===== config.mk =====
export PLATFORM = sky130hd
export DESIGN_NAME = precharge_ctrl
export DESIGN_NICKNAME = d
export VERILOG_FILES = /design/src/rtl/pc_pkg.sv /design/src/rtl/pc_sync2.sv /design/src/rtl/pc_debounce.sv /design/src/rtl/pc_sched_fsm.sv /design/src/rtl/precharge_ctrl.sv
export SDC_FILE = /design/constraint.sdc
export NUM_CORES = 1
export LEC_CHECK = 0
export BUFFER_PORTS_ARGS = -buffer_cell sky130_fd_sc_hd__clkbuf_2
export CORE_MARGIN = 2
export CORE_UTILIZATION = 45
export DETAILED_ROUTE_END_ITERATION = 12
export SLEW_MARGIN = 10
export SYNTH_ARGS = -nofsm -noshare
export SYNTH_HDL_FRONTEND = slang
export SYNTH_SLANG_ARGS = --single-unit

===== constraint.sdc =====
create_clock -name clk -period 1.6 [get_ports clk]
set_clock_uncertainty 0.1 [all_clocks]
set_input_delay 0 -clock clk [delete_from_list [all_inputs] [get_ports clk]]
set_output_delay 0 -clock clk [all_outputs]
set_load 0.02 [all_outputs]

===== src/rtl/pc_pkg.sv =====
package pc_pkg;
    localparam int NFLAG = 9;
    localparam int F_CHG  = 0;
    localparam int F_VBUS = 1;
    localparam int F_BAT  = 2;
    localparam int F_LOW  = 3;
    localparam int F_MID  = 4;
    localparam int F_TOP  = 5;
    localparam int F_CKIT = 6;
    localparam int F_HOST = 7;
    localparam int F_SYS  = 8;

    typedef enum logic [2:0] {
        ST_IDLE    = 3'd0,
        ST_SMALL   = 3'd1,
        ST_SLOW    = 3'd2,
        ST_FAST    = 3'd3,
        ST_CV_CHG  = 3'd4,
        ST_CV_HOLD = 3'd5,
        ST_CV_RUN  = 3'd6
    } pc_state_e;

    typedef struct packed {
        pc_state_e state;
        logic      sel_ac;
        logic      sel_usb;
        logic      load_en;
    } pc_regs_t;
endpackage


===== src/rtl/pc_sync2.sv =====
module pc_sync2 #(
    parameter int WIDTH = 9
) (
    input  logic             clk,
    input  logic             rst,
    input  logic [WIDTH-1:0] din,
    output logic [WIDTH-1:0] dout
);
    logic [WIDTH-1:0] meta_d, meta_q, sync_d, sync_q;

    always_comb begin
        meta_d = din;
        sync_d = meta_q;
    end

    always_ff @(posedge clk) begin
        if (rst) begin
            meta_q <= '0;
            sync_q <= '0;
        end else begin
            meta_q <= meta_d;
            sync_q <= sync_d;
        end
    end

    assign dout = sync_q;
endmodule


===== src/rtl/pc_debounce.sv =====
module pc_debounce #(
    parameter int WIDTH  = 9,
    parameter int STABLE = 4
) (
    input  logic             clk,
    input  logic             rst,
    input  logic [WIDTH-1:0] din,
    output logic [WIDTH-1:0] dout
);
    localparam int CW = $clog2(STABLE + 1);
    localparam logic [CW-1:0] LAST = CW'(STABLE - 1);

    logic [WIDTH-1:0] filt_q;

    for (genvar i = 0; i < WIDTH; i++) begin : g_bit
        logic [CW-1:0] cnt_d, cnt_q;
        logic          filt_d;

        always_comb begin
            cnt_d  = '0;
            filt_d = filt_q[i];
            if (din[i] != filt_q[i]) begin
                if (cnt_q == LAST) begin
                    filt_d = din[i];
                end else begin
                    cnt_d = cnt_q + 1'b1;
                end
            end
        end

        always_ff @(posedge clk) begin
            if (rst) begin
                cnt_q     <= '0;
                filt_q[i] <= 1'b0;
            end else begin
                cnt_q     <= cnt_d;
                filt_q[i] <= filt_d;
            end
        end

        // the filtered flag only moves toward the value its input held
        p_rise_follows_r2: assert property (@(posedge clk) disable iff (rst)
            $rose(filt_q[i]) |-> $past(din[i]));
        p_fall_follows_r2: assert property (@(posedge clk) disable iff (rst)
            $fell(filt_q[i]) |-> !$past(din[i]));
    end

    assign dout = filt_q;
endmodule


===== src/rtl/pc_sched_fsm.sv =====
module pc_sched_fsm
    import pc_pkg::*;
(
    input  logic             clk,
    input  logic             rst,
    input  logic [NFLAG-1:0] flag,
    input  logic             pre_off,
    input  logic             acc_sup_en,
    input  logic             load_dis,
    output logic             en_small,
    output logic             en_slow,
    output logic             en_fast,
    output logic             sel_ac,
    output logic             sel_usb,
    output logic             cv_req,
    output logic             load_en
);
    pc_regs_t r_d, r_q;

    logic src_ac, src_usb, dedicated, inhibit;

    always_comb begin
        src_ac    = flag[F_CHG];
        src_usb   = !flag[F_CHG] && flag[F_VBUS] && flag[F_CKIT];
        dedicated = src_ac || (src_usb && !flag[F_HOST]);
        inhibit   = pre_off || acc_sup_en || !(src_ac || src_usb);

        r_d = '{state: ST_IDLE, sel_ac: 1'b0, sel_usb: 1'b0, load_en: 1'b0};
        if (!inhibit) begin
            if (!flag[F_BAT]) begin
                if (dedicated) begin
                    if (flag[F_SYS])      r_d.state = ST_CV_RUN;
                    else if (flag[F_TOP]) r_d.state = ST_CV_HOLD;
                    else                  r_d.state = ST_CV_CHG;
                end
            end else if (!flag[F_SYS] && !flag[F_TOP]) begin
                if (!flag[F_LOW])      r_d.state = ST_SMALL;
                else if (!flag[F_MID]) r_d.state = ST_SLOW;
                else if (dedicated)    r_d.state = ST_FAST;
                else                   r_d.state = ST_SLOW;
            end
        end
        if (r_d.state != ST_IDLE) begin
            r_d.sel_ac  = src_ac;
            r_d.sel_usb = src_usb;
        end
        r_d.load_en = (r_d.state inside {ST_CV_CHG, ST_CV_HOLD, ST_CV_RUN}) && !load_dis;
    end

    always_ff @(posedge clk) begin
        if (rst) begin
            r_q <= '{state: ST_IDLE, sel_ac: 1'b0, sel_usb: 1'b0, load_en: 1'b0};
        end else begin
            r_q <= r_d;
        end
    end

    always_comb begin
        en_small = (r_q.state == ST_SMALL) || (r_q.state == ST_CV_CHG);
        en_slow  = (r_q.state == ST_SLOW);
        en_fast  = (r_q.state == ST_FAST);
        cv_req   = (r_q.state == ST_CV_RUN);
        sel_ac   = r_q.sel_ac;
        sel_usb  = r_q.sel_usb;
        load_en  = r_q.load_en;
    end

    p_onehot_r12: assert property (@(posedge clk) disable iff (rst)
        $onehot0({en_small, en_slow, en_fast}));
    p_en_has_sel_r12: assert property (@(posedge clk) disable iff (rst)
        (en_small || en_slow || en_fast) |-> (sel_ac ^ sel_usb));
    p_inhibit_r8: assert property (@(posedge clk) disable iff (rst)
        (pre_off || acc_sup_en) |=> !(en_small || en_slow || en_fast || sel_ac || sel_usb || cv_req || load_en));
    p_ac_prio_r9: assert property (@(posedge clk) disable iff (rst)
        flag[F_CHG] |=> !sel_usb);
    p_top_stop_r6: assert property (@(posedge clk) disable iff (rst)
        (flag[F_BAT] && flag[F_TOP]) |=> !(en_small || en_slow || en_fast));
    p_sys_stop_r7: assert property (@(posedge clk) disable iff (rst)
        (flag[F_BAT] && flag[F_SYS]) |=> !(en_small || en_slow || en_fast));
    p_cv_req_r11: assert property (@(posedge clk) disable iff (rst)
        (!flag[F_BAT] && flag[F_SYS] && flag[F_CHG] && !pre_off && !acc_sup_en) |=> (cv_req && sel_ac));
endmodule


===== src/rtl/precharge_ctrl.sv =====
module precharge_ctrl
    import pc_pkg::*;
#(
    parameter int STABLE = 4
) (
    input  logic clk,
    input  logic por,
    input  logic chg_det,
    input  logic vbus_det,
    input  logic bat_det,
    input  logic bat_gt_low,
    input  logic bat_gt_mid,
    input  logic bat_gt_top,
    input  logic ckit_det,
    input  logic usb_host,
    input  logic sys_active,
    input  logic pre_off,
    input  logic acc_sup_en,
    input  logic load_dis,
    output logic en_small,
    output logic en_slow,
    output logic en_fast,
    output logic sel_ac,
    output logic sel_usb,
    output logic cv_req,
    output logic load_en
);
    logic [NFLAG-1:0] raw, synced, filtered;

    always_comb begin
        raw         = '0;
        raw[F_CHG]  = chg_det;
        raw[F_VBUS] = vbus_det;
        raw[F_BAT]  = bat_det;
        raw[F_LOW]  = bat_gt_low;
        raw[F_MID]  = bat_gt_mid;
        raw[F_TOP]  = bat_gt_top;
        raw[F_CKIT] = ckit_det;
        raw[F_HOST] = usb_host;
        raw[F_SYS]  = sys_active;
    end

    pc_sync2 #(.WIDTH(NFLAG)) u_sync (
        .clk(clk), .rst(por), .din(raw), .dout(synced)
    );

    pc_debounce #(.WIDTH(NFLAG), .STABLE(STABLE)) u_filt (
        .clk(clk), .rst(por), .din(synced), .dout(filtered)
    );

    pc_sched_fsm u_fsm (
        .clk(clk), .rst(por), .flag(filtered),
        .pre_off(pre_off), .acc_sup_en(acc_sup_en), .load_dis(load_dis),
        .en_small(en_small), .en_slow(en_slow), .en_fast(en_fast),
        .sel_ac(sel_ac), .sel_usb(sel_usb), .cv_req(cv_req), .load_en(load_en)
    );

    p_reset_quiet_r1: assert property (@(posedge clk)
        por |=> !(en_small || en_slow || en_fast || sel_ac || sel_usb || cv_req || load_en));
endmodule


== Yosys cells after proc, flatten, opt, wreduce, memory -nomap -nowiden ==
Index checks and enable logic that the tools add are counted.
W data, S select, Z words.

* Bits of input ports: 14
* Word-level logic and storage cells: 115
* Output and inout port bits: 7
* Register bits after elaboration: 60

* Bitwise operators: 10
* Reduce and logical (&&, ||, !) cells: 37
* Add/subtract/negate cells: 9
* Mux-type cells: 9
* Equal/unequal tests: 26

{| class="wikitable"
|+ Operator list
! cell !! count
|-
| $eq A3 B2 Y1 const B || 11
|-
| $add A3 B1 Y3 const B || 9
|-
| $reduce_or A3 Y1 || 9
|-
| $mux W3 || 7
|-
| $reduce_and A2 Y1 || 9
|-
| $eq A3 B3 Y1 const B || 5
|-
| $not A1 Y1 || 10
|-
| $ne A1 B1 Y1 || 9
|-
| $logic_not A1 Y1 || 6
|-
| $reduce_bool A3 Y1 || 2
|-
| $logic_and A1 B1 Y1 || 5
|-
| $logic_or A1 B1 Y1 || 5
|-
| $eq A3 B1 Y1 const B || 1
|-
| $mux W1 || 2
|-
| $reduce_or A2 Y1 || 1
|}

== Logic depth before layout (Yosys ltp) ==
* Word-level depth: 14
* Mapped depth: 5
* Mapped depth without buffers: 4

== By module ==
A second synthesis with hierarchy kept.

* Cell total of the unflattened synthesis: 191
* Area total of the unflattened synthesis: 2224.6 um^2

{| class="wikitable"
|+ By module, submodules not included
! module !! cells an instance !! area an instance (um^2) !! seq. area each (um^2) !! instances
|-
| pc_debounce || 121 || 1437.6 || 720.7 || 1
|-
| pc_sync2 || 37 || 489.2 || 360.3 || 1
|-
| pc_sched_fsm || 33 || 297.8 || 120.1 || 1
|}

== Worst setup path after synthesis ==
OpenSTA, ideal clock, no wires.

* Path kind: reg2reg
* Start: register u_filt.filt_q[0] (netlist: u_filt.dout[0])
* End: register u_fsm.r_q, in the netlist u_fsm.sel_usb
* Data required time: 1.400 ns
* Slack: 0.232 ns
* Arrival: 1.168 ns
* Period minus slack after synthesis: 1.368 ns
* Library setup time: 0.100 ns
* Stages on the path, launching flop included: 6
* Path through: dfxtp_1 > buf_6 > a21oi_1 > or4_1 > buf_2 > a2111oi_4

* Cells in the longest elaborated chain, start to end: 14
* Elaborated cells between the ends (all ways): 18

{| class="wikitable"
|+ RTL lines
! item !! RTL line !! RTL
|-
| start, declared || pc_debounce.sv:13 || <nowiki>logic [WIDTH-1:0] filt_q;</nowiki>
|-
| start signal, assigned by index || pc_debounce.sv:37 || <nowiki>filt_q[i] <= filt_d;</nowiki>
|-
| $logic_not A1 Y1 || pc_sched_fsm.sv:24 || <nowiki>src_usb = !flag[F_CHG] && flag[F_VBUS] && flag[F_CKIT];</nowiki>
|-
| $logic_and A1 B1 Y1 (2 in a row) || pc_sched_fsm.sv:24 ||
|-
| $logic_and A1 B1 Y1 || pc_sched_fsm.sv:25 || <nowiki>dedicated = src_ac || (src_usb && !flag[F_HOST]);</nowiki>
|-
| $logic_or A1 B1 Y1 || pc_sched_fsm.sv:25 ||
|-
| $mux W1 || pc_sched_fsm.sv:39 || <nowiki>else if (dedicated) r_d.state = ST_FAST;</nowiki>
|-
| $mux W3 || pc_sched_fsm.sv:38 || <nowiki>else if (!flag[F_MID]) r_d.state = ST_SLOW;</nowiki>
|-
| $mux W3 || pc_sched_fsm.sv:37 || <nowiki>if (!flag[F_LOW]) r_d.state = ST_SMALL;</nowiki>
|-
| $mux W3 || pc_sched_fsm.sv:36 || <nowiki>end else if (!flag[F_SYS] && !flag[F_TOP]) begin</nowiki>
|-
| $mux W3 || pc_sched_fsm.sv:30 || <nowiki>if (!flag[F_BAT]) begin</nowiki>
|-
| $mux W3 || pc_sched_fsm.sv:29 || <nowiki>if (!inhibit) begin</nowiki>
|-
| $reduce_bool A3 Y1 || pc_sched_fsm.sv:43 || <nowiki>if (r_d.state != ST_IDLE) begin</nowiki>
|-
| $not A1 Y1 (no source line) || - ||
|-
| $reduce_or A2 Y1 (no source line) || - ||
|-
| end signal, assigned || pc_sched_fsm.sv:52 || <nowiki>r_q <= '{state: ST_IDLE, sel_ac: 1'b0, sel_usb: 1'b0, load_en: 1'b0};</nowiki>
|-
| end signal, assigned || pc_sched_fsm.sv:54 || <nowiki>r_q <= r_d;</nowiki>
|-
| end, declared || pc_sched_fsm.sv:18 || <nowiki>pc_regs_t r_d, r_q;</nowiki>
|}

Several ways; a longest one is shown, not always the timed one.
A chain may end at the register's enable or synchronous reset.

== Final worst setup path ==
* Start: register u_filt.filt_q[1] (netlist: u_filt.dout[1])
* End: register u_fsm.r_q, in the netlist u_fsm.sel_usb

* Cells in the longest elaborated chain, start to end: 13
* Elaborated cells between the ends (all ways): 17

{| class="wikitable"
|+ RTL lines
! item !! RTL line
|-
| $logic_and A1 B1 Y1 (*) (2 in a row) || pc_sched_fsm.sv:24
|-
| $logic_and A1 B1 Y1 || pc_sched_fsm.sv:25
|-
| $logic_or A1 B1 Y1 || pc_sched_fsm.sv:25
|-
| $mux W1 || pc_sched_fsm.sv:39
|-
| $mux W3 || pc_sched_fsm.sv:38
|-
| $mux W3 || pc_sched_fsm.sv:37
|-
| $mux W3 || pc_sched_fsm.sv:36
|-
| $mux W3 || pc_sched_fsm.sv:30
|-
| $mux W3 || pc_sched_fsm.sv:29
|-
| $reduce_bool A3 Y1 || pc_sched_fsm.sv:43
|-
| $not A1 Y1 (no source line) || -
|-
| $reduce_or A2 Y1 (no source line) || -
|}

Every way passes the cells marked *; elsewhere a longest branch is shown, timed or not.

==> impl_results.md <==
- Status: complete, no violations
- Cells on worst reg2reg path: 3
- Tightest Pin Transition: 378 ps
- Clk buf depth: 2
- CTS tree: built
- Routed wire length: 3.05 mm
- Origin of the critical flop-to-flop path: u_filt.dout[1]
- Fin. Hold Viols: 0
- Port Buffers: 20
- Total CTS buffers: 9
- Multi-input gate area: 891 sq um
- Final setup TNS: 0 ps
- Register area: 1200 sq um
- Power Density: 1030 nW/um^2
- GP Congestion: 0.791
- Drc violations: 0
- Hold path start: acc_sup_en
- Vias per Instance: 4.41
- Initial antenna violation count: 0
- Antenna cells: 0
- Die H: 73.8 um
- Sequential cell area fraction in the yosys report: 54.8%
- Slowest CP cell: or4_1
- Share of cells above drive strength 1: 15.4%
- Worst Hold Depth: 3
- Vias in the first global route: 1,269
- First-pass GRT wire length: 5.31 mm
- Core Region: 4720 sq um
- Synth-to-layout area growth: 19.6%
- Flop2flop setup slack: 120 ps
- Post-CTS Resized: 0
- Final net count: 282
- TritonRoute pass-1 iters: 4
- Max VDD drop: 0.000508 V
- Commonest non-fill, non-tap cell in the layout: dfxtp_1
- Met2 routed WL: 1.29 mm
- Die Wd: 73.8 um
- Worst setup path category: flip-flop to flip-flop
- Highest metal used: met4
- Setup WS pre-CTS: 129 ps
- Total power: 2.71 mW
- Most used DFF post-synth: dfxtp_1
- Initial drt markers: 41
- Synthesized Nets: 244
- Seq cells post-synth: 60
- Global-route usage over all layers: 13.5%
- Max Freq: 675 MHz
- Grt ovf: 0
- Setup ws final: 118 ps
- Post-DP HPWL: 2.11 mm
- Crit-path max FO: 6
- Unrepaired setup endpoints after global routing: no
- Syn Area/Cell: 10.3 sq um
- Number of flops mapped to enable cells by yosys: 0
- CP cell instances: a21oi_1, or4_1, a2111oi_4
- Worst Hold Class: primary input to flip-flop
- # setup viols final: 0
- Count of different cell masters after synthesis: 23
- Crit Reg-Reg Endpoint: u_fsm.sel_usb
- Data required, critical path: 1720 ps
- Slew Limit Fails: 0
- Max-Slew Margin vs Limit: 74.7%
- Antenna viol nets, final: 0
- CTS HTree Levels: 3
- Fillers: 429
- Clk_lat worst skew: 330 ps
- Most frequent cells in the layout: dfxtp_1 (60), nor2_1 (42), nor2b_1 (20), clkbuf_2 (20)
- DR vias: 1,412
- Ys async rst share: 0%
- Arr. time, crit path: 1610 ps
- Largest net degree at the start of global routing: 37
- Max Cap Violations: 0
- Startpoint Class: flip-flop
- Leak: 1.06 nW
- Die Area: 5450 sq um
- Synthesized netlist cell count: 212
- WL per Instance: 9.52 um
- Crit share post-route: 92.6%
- Worst-path clk slew: 60 ps
- Initial Util: 46.4%
- Post-Syn Area: 2190 sq um
- Fin crit period: 1480 ps
- Sink Count: 60
- WHS: 50.4 ps
- Met3 wire len: 146 um
- Standard-cell rows: 25
- Clock Tree Root: clkbuf_8
- WL met1: 1.54 mm
- IO Count: 21
- Synth Warn #: 0
- Post-layout util: 55.5%
- WHS Endpoint: u_fsm.sel_usb
- Critical Path Sink Type: flip-flop
- Crit-path max cell delay: 560 ps
per-layer routing:
metal | global-route usage (%) | vias up
met5 | 0 | -
met4 | 10.3 | 0
met3 | 5.62 | 7
met2 | 19.7 | 27
met1 | 15.5 | 627
li1 | - | 751
cells by family after synthesis:
logic type / share of synthesized area [%]
mux: 4.11
simple gates: 18.9
compound gates: 3.37
buf+inv: 4.57
fa+ha+maj: 10.3
flops: 54.8
xor+xnor: 4.00
where the power goes:
part | total, mW | switching, mW | leakage (nW) | internal [mW]
combinational | 0.0870 | 0.0354 | 0.484 | 0.0516
sequential | 1.53 | 0.0115 | 0.488 | 1.52
clock | 1.09 | 0.515 | 0.0848 | 0.578
total | 2.71 | 0.562 | 1.06 | 2.15
critical path, delay by kind of cell, from the launching register on:
kind	cells	cell delay, ps
and+or+nand+nor	1	560
DFF	1	390
AOI/OAI and AO/OA	2	330
sequential cells by signal, summed over array words and instances (netlist names):
name / flops
u_filt.g_bit.cnt_q: 27
u_filt.dout: 9
u_sync.dout: 9
u_sync.meta_q: 9
u_fsm.r_q: 3
u_fsm.load_en: 1
u_fsm.sel_ac: 1
u_fsm.sel_usb: 1
through the flow:
stage | instance area [sq um] | cells
floorplan | 2190 | 212
global placement | 2370 | 296
detailed placement | 2370 | 296
CTS | 2620 | 320
global route | 2620 | 320
finish | 2620 | 320
cells in the mapped netlist (all sizes together) (2+ instances only):
cell type | n | share of area [%]
nand2 | 5 | 0.86
o21ai | 2 | 0.46
or3 | 9 | 2.6
dfxtp | 60 | 55
nor2 | 42 | 7.2
clkbuf | 3 | 0.51
a21oi | 2 | 0.46
and3b | 3 | 1.2
mux2i | 9 | 4.1
nor2b | 20 | 5.7
buf | 3 | 0.97
xnor2 | 10 | 4.0
inv | 18 | 3.1
ha | 18 | 10
layout make-up:
| class | count | share of cell area [%] |
|---|---|---|
| inverter | 18 | 2.58 |
| clock inverter | 3 | 0.573 |
| tap | 67 | 3.20 |
| sequential | 60 | 45.8 |
| multi-input combinational | 128 | 34.0 |
| clock buffer | 11 | 5.39 |
| timing repair buffer | 33 | 8.49 |
how the worst max path moves through the flow:
stage,slack [ps],cells after the start,to,startpoint
detailed placement,130,3,u_fsm.sel_usb,u_filt.dout[1]
floorplan,230,5,u_fsm.sel_usb,u_filt.dout[0]
finish,120,3,u_fsm.sel_usb,u_filt.dout[1]
global placement,180,3,u_fsm.sel_usb,u_filt.dout[1]
global route,60,3,u_fsm.sel_usb,u_filt.dout[1]
CTS,120,3,u_fsm.sel_usb,u_filt.dout[1]
what timing repair did:
item                                    CTS  global route
setup buffers                             0             0
endpoints found under the hold margin    10             0
endpoints found under the setup margin    0             0
hold buffers                             10             0
Power figures use the tool's default switching activity.
